`config.mk`:
```
export PLATFORM = sky130hd
export DESIGN_NAME = kpd_scanner
export DESIGN_NICKNAME = d
export VERILOG_FILES = /design/src/rtl/kpd_pkg.sv /design/src/rtl/kpd_tick_gen.sv /design/src/rtl/kpd_col_sync.sv /design/src/rtl/kpd_col_pick.sv /design/src/rtl/kpd_ctrl.sv /design/src/rtl/kpd_scanner.sv
export SDC_FILE = /design/constraint.sdc
export NUM_CORES = 1
export LEC_CHECK = 0
export BUFFER_PORTS_ARGS = -buffer_cell sky130_fd_sc_hd__clkbuf_2
export CAP_MARGIN = 0
export CORE_MARGIN = 4
export CORE_UTILIZATION = 45
export CTS_BUF_LIST = sky130_fd_sc_hd__clkbuf_2 sky130_fd_sc_hd__clkbuf_4 sky130_fd_sc_hd__clkbuf_8
export DETAILED_ROUTE_END_ITERATION = 6
export HOLD_SLACK_MARGIN = 0.03
export PLACE_DENSITY_LB_ADDON = 0.15
export RECOVER_POWER = 25
export SYNTH_ARGS = -nofsm -noshare
export SYNTH_HDL_FRONTEND = slang
export SYNTH_SLANG_ARGS = --single-unit
```
`constraint.sdc`:
```
create_clock -name clk -period 3.29 [get_ports clk]
set_input_delay 0.4935 -clock clk [delete_from_list [all_inputs] [get_ports clk]]
set_output_delay 0.4935 -clock clk [all_outputs]
set_load 0.02 [all_outputs]
```
`src/rtl/kpd_pkg.sv`:
```
package kpd_pkg;
  typedef enum logic [1:0] {
    ST_SCAN   = 2'd0,
    ST_SETTLE = 2'd1,
    ST_HELD   = 2'd2
  } kpd_state_e;
endpackage

```
`src/rtl/kpd_tick_gen.sv`:
```
module kpd_tick_gen #(
  parameter int DIV = 50000
) (
  input  logic clk,
  input  logic rst,
  output logic tick
);
  localparam int CW = (DIV > 1) ? $clog2(DIV) : 1;
  logic [CW-1:0] cnt;

  always_ff @(posedge clk) begin
    if (rst) begin
      cnt  <= '0;
      tick <= 1'b0;
    end else if (cnt == CW'(DIV - 1)) begin
      cnt  <= '0;
      tick <= 1'b1;
    end else begin
      cnt  <= cnt + 1'b1;
      tick <= 1'b0;
    end
  end
endmodule

```
`src/rtl/kpd_col_sync.sv`:
```
module kpd_col_sync #(
  parameter int W = 3
) (
  input  logic         clk,
  input  logic         rst,
  input  logic [W-1:0] din,
  output logic [W-1:0] dout
);
  for (genvar i = 0; i < W; i++) begin : g_bit
    logic meta;
    always_ff @(posedge clk) begin
      if (rst) begin
        meta    <= 1'b1;
        dout[i] <= 1'b1;
      end else begin
        meta    <= din[i];
        dout[i] <= meta;
      end
    end
  end
endmodule

```
`src/rtl/kpd_col_pick.sv`:
```
module kpd_col_pick #(
  parameter int COLS = 3,
  localparam int CW  = (COLS > 1) ? $clog2(COLS) : 1
) (
  input  logic [COLS-1:0] col_n,
  output logic            any_low,
  output logic [CW-1:0]   idx
);
  always_comb begin
    any_low = 1'b0;
    idx     = '0;
    for (int i = COLS - 1; i >= 0; i--) begin
      if (!col_n[i]) begin
        any_low = 1'b1;
        idx     = CW'(i);
      end
    end
  end
endmodule

```
`src/rtl/kpd_ctrl.sv`:
```
module kpd_ctrl
  import kpd_pkg::*;
#(
  parameter int ROWS           = 4,
  parameter int COLS           = 3,
  parameter int DEBOUNCE_TICKS = 20,
  parameter int REPEAT_TICKS   = 100,
  localparam int RW     = (ROWS > 1) ? $clog2(ROWS) : 1,
  localparam int CW     = (COLS > 1) ? $clog2(COLS) : 1,
  localparam int CODE_W = $clog2(ROWS * COLS + 1)
) (
  input  logic              clk,
  input  logic              rst,
  input  logic              tick,
  input  logic              repeat_en,
  input  logic [COLS-1:0]   col_sync,
  input  logic              col_any,
  input  logic [CW-1:0]     col_idx,
  output logic [ROWS-1:0]   row_n,
  output logic              key_valid,
  output logic [CODE_W-1:0] key_code
);
  localparam int DW = $clog2(DEBOUNCE_TICKS + 1);
  localparam int PW = $clog2(REPEAT_TICKS + 1);

  kpd_state_e        state;
  logic [RW-1:0]     row_q;
  logic [CW-1:0]     col_q;
  logic [DW-1:0]     deb_cnt;
  logic [PW-1:0]     rep_cnt;
  logic [RW-1:0]     row_nxt;
  logic [CODE_W-1:0] key_num;
  logic              held_low;

  always_comb begin
    row_nxt  = (row_q == RW'(ROWS - 1)) ? '0 : row_q + 1'b1;
    key_num  = CODE_W'(col_q) + CODE_W'(COLS) * CODE_W'(row_q) + CODE_W'(1);
    held_low = ~col_sync[col_q];
  end

  always_ff @(posedge clk) begin
    if (rst) begin
      state     <= ST_SCAN;
      row_q     <= '0;
      row_n     <= ~ROWS'(1);
      col_q     <= '0;
      deb_cnt   <= '0;
      rep_cnt   <= '0;
      key_valid <= 1'b0;
      key_code  <= '0;
    end else begin
      key_valid <= 1'b0;
      if (tick) begin
        case (state)
          ST_SCAN: begin
            if (col_any) begin
              col_q   <= col_idx;
              deb_cnt <= '0;
              state   <= ST_SETTLE;
            end else begin
              row_q <= row_nxt;
              row_n <= ~(ROWS'(1) << row_nxt);
            end
          end
          ST_SETTLE: begin
            if (deb_cnt == DW'(DEBOUNCE_TICKS - 1)) begin
              deb_cnt <= '0;
              if (held_low) begin
                key_valid <= 1'b1;
                key_code  <= key_num;
                rep_cnt   <= '0;
                state     <= ST_HELD;
              end else begin
                row_q <= row_nxt;
                row_n <= ~(ROWS'(1) << row_nxt);
                state <= ST_SCAN;
              end
            end else begin
              deb_cnt <= deb_cnt + 1'b1;
            end
          end
          ST_HELD: begin
            if (held_low) begin
              deb_cnt <= '0;
              if (!repeat_en) begin
                rep_cnt <= '0;
              end else if (rep_cnt == PW'(REPEAT_TICKS - 1)) begin
                rep_cnt   <= '0;
                key_valid <= 1'b1;
                key_code  <= key_num;
              end else begin
                rep_cnt <= rep_cnt + 1'b1;
              end
            end else begin
              rep_cnt <= '0;
              if (deb_cnt == DW'(DEBOUNCE_TICKS - 1)) begin
                deb_cnt <= '0;
                row_q   <= row_nxt;
                row_n   <= ~(ROWS'(1) << row_nxt);
                state   <= ST_SCAN;
              end else begin
                deb_cnt <= deb_cnt + 1'b1;
              end
            end
          end
          default: state <= ST_SCAN;
        endcase
      end
    end
  end
endmodule

```
`src/rtl/kpd_scanner.sv`:
```
module kpd_scanner #(
  parameter int ROWS           = 4,
  parameter int COLS           = 3,
  parameter int TICK_DIV       = 50000,
  parameter int DEBOUNCE_TICKS = 20,
  parameter int REPEAT_TICKS   = 100,
  localparam int CW     = (COLS > 1) ? $clog2(COLS) : 1,
  localparam int CODE_W = $clog2(ROWS * COLS + 1)
) (
  input  logic              clk,
  input  logic              rst,
  input  logic              repeat_en,
  input  logic [COLS-1:0]   col_n,
  output logic [ROWS-1:0]   row_n,
  output logic              key_valid,
  output logic [CODE_W-1:0] key_code
);
  logic            scan_tick;
  logic [COLS-1:0] col_sync;
  logic            col_any;
  logic [CW-1:0]   col_idx;

  kpd_tick_gen #(.DIV(TICK_DIV)) u_tick (
    .clk (clk),
    .rst (rst),
    .tick(scan_tick)
  );

  kpd_col_sync #(.W(COLS)) u_sync (
    .clk (clk),
    .rst (rst),
    .din (col_n),
    .dout(col_sync)
  );

  kpd_col_pick #(.COLS(COLS)) u_pick (
    .col_n  (col_sync),
    .any_low(col_any),
    .idx    (col_idx)
  );

  kpd_ctrl #(
    .ROWS          (ROWS),
    .COLS          (COLS),
    .DEBOUNCE_TICKS(DEBOUNCE_TICKS),
    .REPEAT_TICKS  (REPEAT_TICKS)
  ) u_ctrl (
    .clk      (clk),
    .rst      (rst),
    .tick     (scan_tick),
    .repeat_en(repeat_en),
    .col_sync (col_sync),
    .col_any  (col_any),
    .col_idx  (col_idx),
    .row_n    (row_n),
    .key_valid(key_valid),
    .key_code (key_code)
  );
endmodule

```
==> results.toml <==
[logic_synthesis]
syn_nets = 305
avgSynthCellArea_um2 = 8.816
ys_top_cells_by_area = "dfxtp_1 40%, ha_1 7.0%, nor2_1 5.1%"
ys_types = 48
synth_edf_count = 0
postSynth.asyncResetShare_pct = 0
synth_top_area_share_pct = 40.12
synth_top_area_cell = "dfxtp_1"
ys_seq_area_share_pct = 40.12
synth_ff_type = "dfxtp_1"
synth_area_um2 = 2495
ys_seq_elements = 50
synthCells = 283
yosys_warnings = 0

[power]
leakage_nw = 1.052
power_w = 0.001032
irDropWorstVdd_uv = 280.3
power.density_nw_per_um2 = 380.5

[min_path]
hp-class = "primary input to register"

[sta]
tightest_slew_ps = 1230
fin_ws_ps = 1276
period_minus_slack_ps = 2014
setup_viol = 0
rsz0062_at_grt = "no"
finalHoldViolCount = 0
finalCritPeriodShare_pct = 61.20
finalMaxSlewViolations = 0
max_slew_margin_pct = 17.99
tns_ps = 0
clock_skew_ps = 4.704
timing.fmax_mhz = 496.6

[clock_network]
cts_tree = "built"
cts_hold_buf = 0
clk_latency_ps = 310
post_cts_resized = 0
cts_buffer_depth = 2
postCtsSetupRepairBufs = 0
clkSinkCount = 50
cts_buffers = 5
htree_num_levels = 2
clkTransAtPathRegs_ps = 100
cts_root_buf = "clkbuf_8"

[placed_design]
dpl_worst_slack_ps = 1462
routabilityCongestion = 0.8405
dp_hpwl_mm = 3.358
portBuffers = 14

[worst_setup_path]
worstSetupPathType = "primary input to register"
crit_path_max_fanout = 31
crit_required_ps = 3490
crit_path_start_kind = "primary input"
worstRegToRegCells = 6
r2r_slack_ps = 1410
crit_start = "rst"
crit_arrival_ps = 2210
reg2reg_to = "u_ctrl.key_code[2]"
endpoint_kind = "register"
critical_path.endpoint = "u_ctrl.rep_cnt[6]"
r2r-start = "u_ctrl.col_q[1]"

[floorplanning]
die_w_um = 82.46
start_util_pct = 47.63
rows = 26
dieArea_um2 = 6800
core_area_um2 = 5238
ios = 15
die_y_um = 82.46

[global_route]
grt_pass1_vias = 1784
grt-ovfl-total = 0
grt_pass1_wl_mm = 8.135
grt_max_degree = 32
antenna_found_initial = 0
grtUsageTotal_pct = 15.40

[drt]
post-route-drc-count = 0
drtIter0Drc = 112
firstDrtPassIters = 4
ant_nets = 0
vias_per_cell = 5.286
wl_mm = 4.619
wl_per_cell_um = 12.59
vias = 1940

[finish]
antenna_cells = 0
fin_nets = 318
area_growth_syn_to_layout_pct = 8.726
layout-drive-gt1-share_pct = 10.77

[outcome]
status = "finished, final reports clean"

[job]
cap_violations = 0
[layout make-up]
type	count	area (um2)
Inverter	11	41.29
Clock inverter	2	17.52
Fill cell	495	2525
Tap cell	70	87.58
Clock buffer	6	82.58
Timing Repair Buffer	15	67.56
Multi-Input combinational cell	213	1415
Sequential cell	50	1001
[flip-flops by register name (all words and copies together) (netlist names)]
name	cells
u_ctrl.rep_cnt	7
u_ctrl.state	2
u_ctrl.row_n	4
u_ctrl.deb_cnt	5
u_ctrl.row_q	2
u_tick.tick	1
u_ctrl.key_code	4
u_sync.g_bit.meta	3
u_ctrl.key_valid	1
u_tick.cnt	16
u_sync.dout	3
u_ctrl.col_q	2
[logic make-up (layout without fill, tap and decap cells)]
logic type | Yosys count | count (layout) | share of synthesized area, %
xor+xnor | 15 | 15 | 5.266
fa+ha+maj | 16 | 16 | 8.626
simple gates | 128 | 128 | 27.33
compound gates | 47 | 47 | 12.49
mux | 7 | 7 | 3.009
flops | 50 | 50 | 40.12
buf+inv | 20 | 34 | 3.159
[worst min-delay path by stage]
stage,start,endpoint,slack (ps),cells past startpoint
after floorplan,u_sync.g_bit[0].meta,u_sync.dout[0],390,1
after global placement,u_sync.g_bit[2].meta,u_sync.dout[2],390,1
after detailed placement,u_sync.g_bit[0].meta,u_sync.dout[0],390,1
after CTS,col_n[2],u_sync.g_bit[2].meta,350,2
after global routing,col_n[2],u_sync.g_bit[2].meta,350,2
final,col_n[2],u_sync.g_bit[2].meta,360,2
[power breakdown]
group	switching (W)	internal [W]
clock network	0.000214	0.000173
registers	0.00000512	0.000611
logic	0.0000177	0.0000103
total	0.000237	0.000795
[per-layer routing]
layer	GRT usage [%]	vias up	routed length (um)
li1	-	1020	-
met1	21.73	889	2407
met2	23.08	29	2018
met3	4.555	2	178
met4	3.488	0	14
met5	0	-	0
[cells in the mapped netlist (all sizes together), types with 2 or more instances]
cell type  number
and3            8
xor2            7
o22ai           3
nand3b          2
clkbuf          6
fa              2
nand4b          5
a211oi          2
nand2b          5
a21oi          20
nor2b           5
nor4b           2
ha             14
inv            11
xnor2           8
mux2i           6
dfxtp          50
buf             3
nand2          20
nor2           35
or2             8
nand3          16
a311oi          3
nor4            2
o21ai           8
nor3           11
a21o            3
nand4           4
[layout by cell type, fill, tap and decap left out, types with 6 or more instances in the layout]
cell	count
a21oi_1	20
and3_1	8
clkbuf_1	6
clkbuf_2	9
clkbuf_8	6
dfxtp_1	50
ha_1	14
inv_1	11
mux2i_1	6
nand2_1	19
nand3_1	16
nor2_1	34
nor3_1	11
o21ai_0	8
or2_2	8
xnor2_1	8
xor2_1	7
[critical path, stage by stage]
cell	delay [ps]
clkbuf_1	390
clkbuf_1	960
nor2_1	110
nand3_1	160
o22ai_1	90
[metrics by stage]
step	cell area [um2]	utilization, %	hold WS (ps)	instances
2_1_floorplan	2495	-	389.5	283
3_3_place_gp	2623	50.07	391.0	359
3_5_place_dp	2623	50.07	392.3	359
4_1_cts	2723	51.98	349.1	367
5_1_grt	2713	51.79	347.0	367
6_report	2713	51.79	357.2	367
Power figures use the tool's default switching activity.
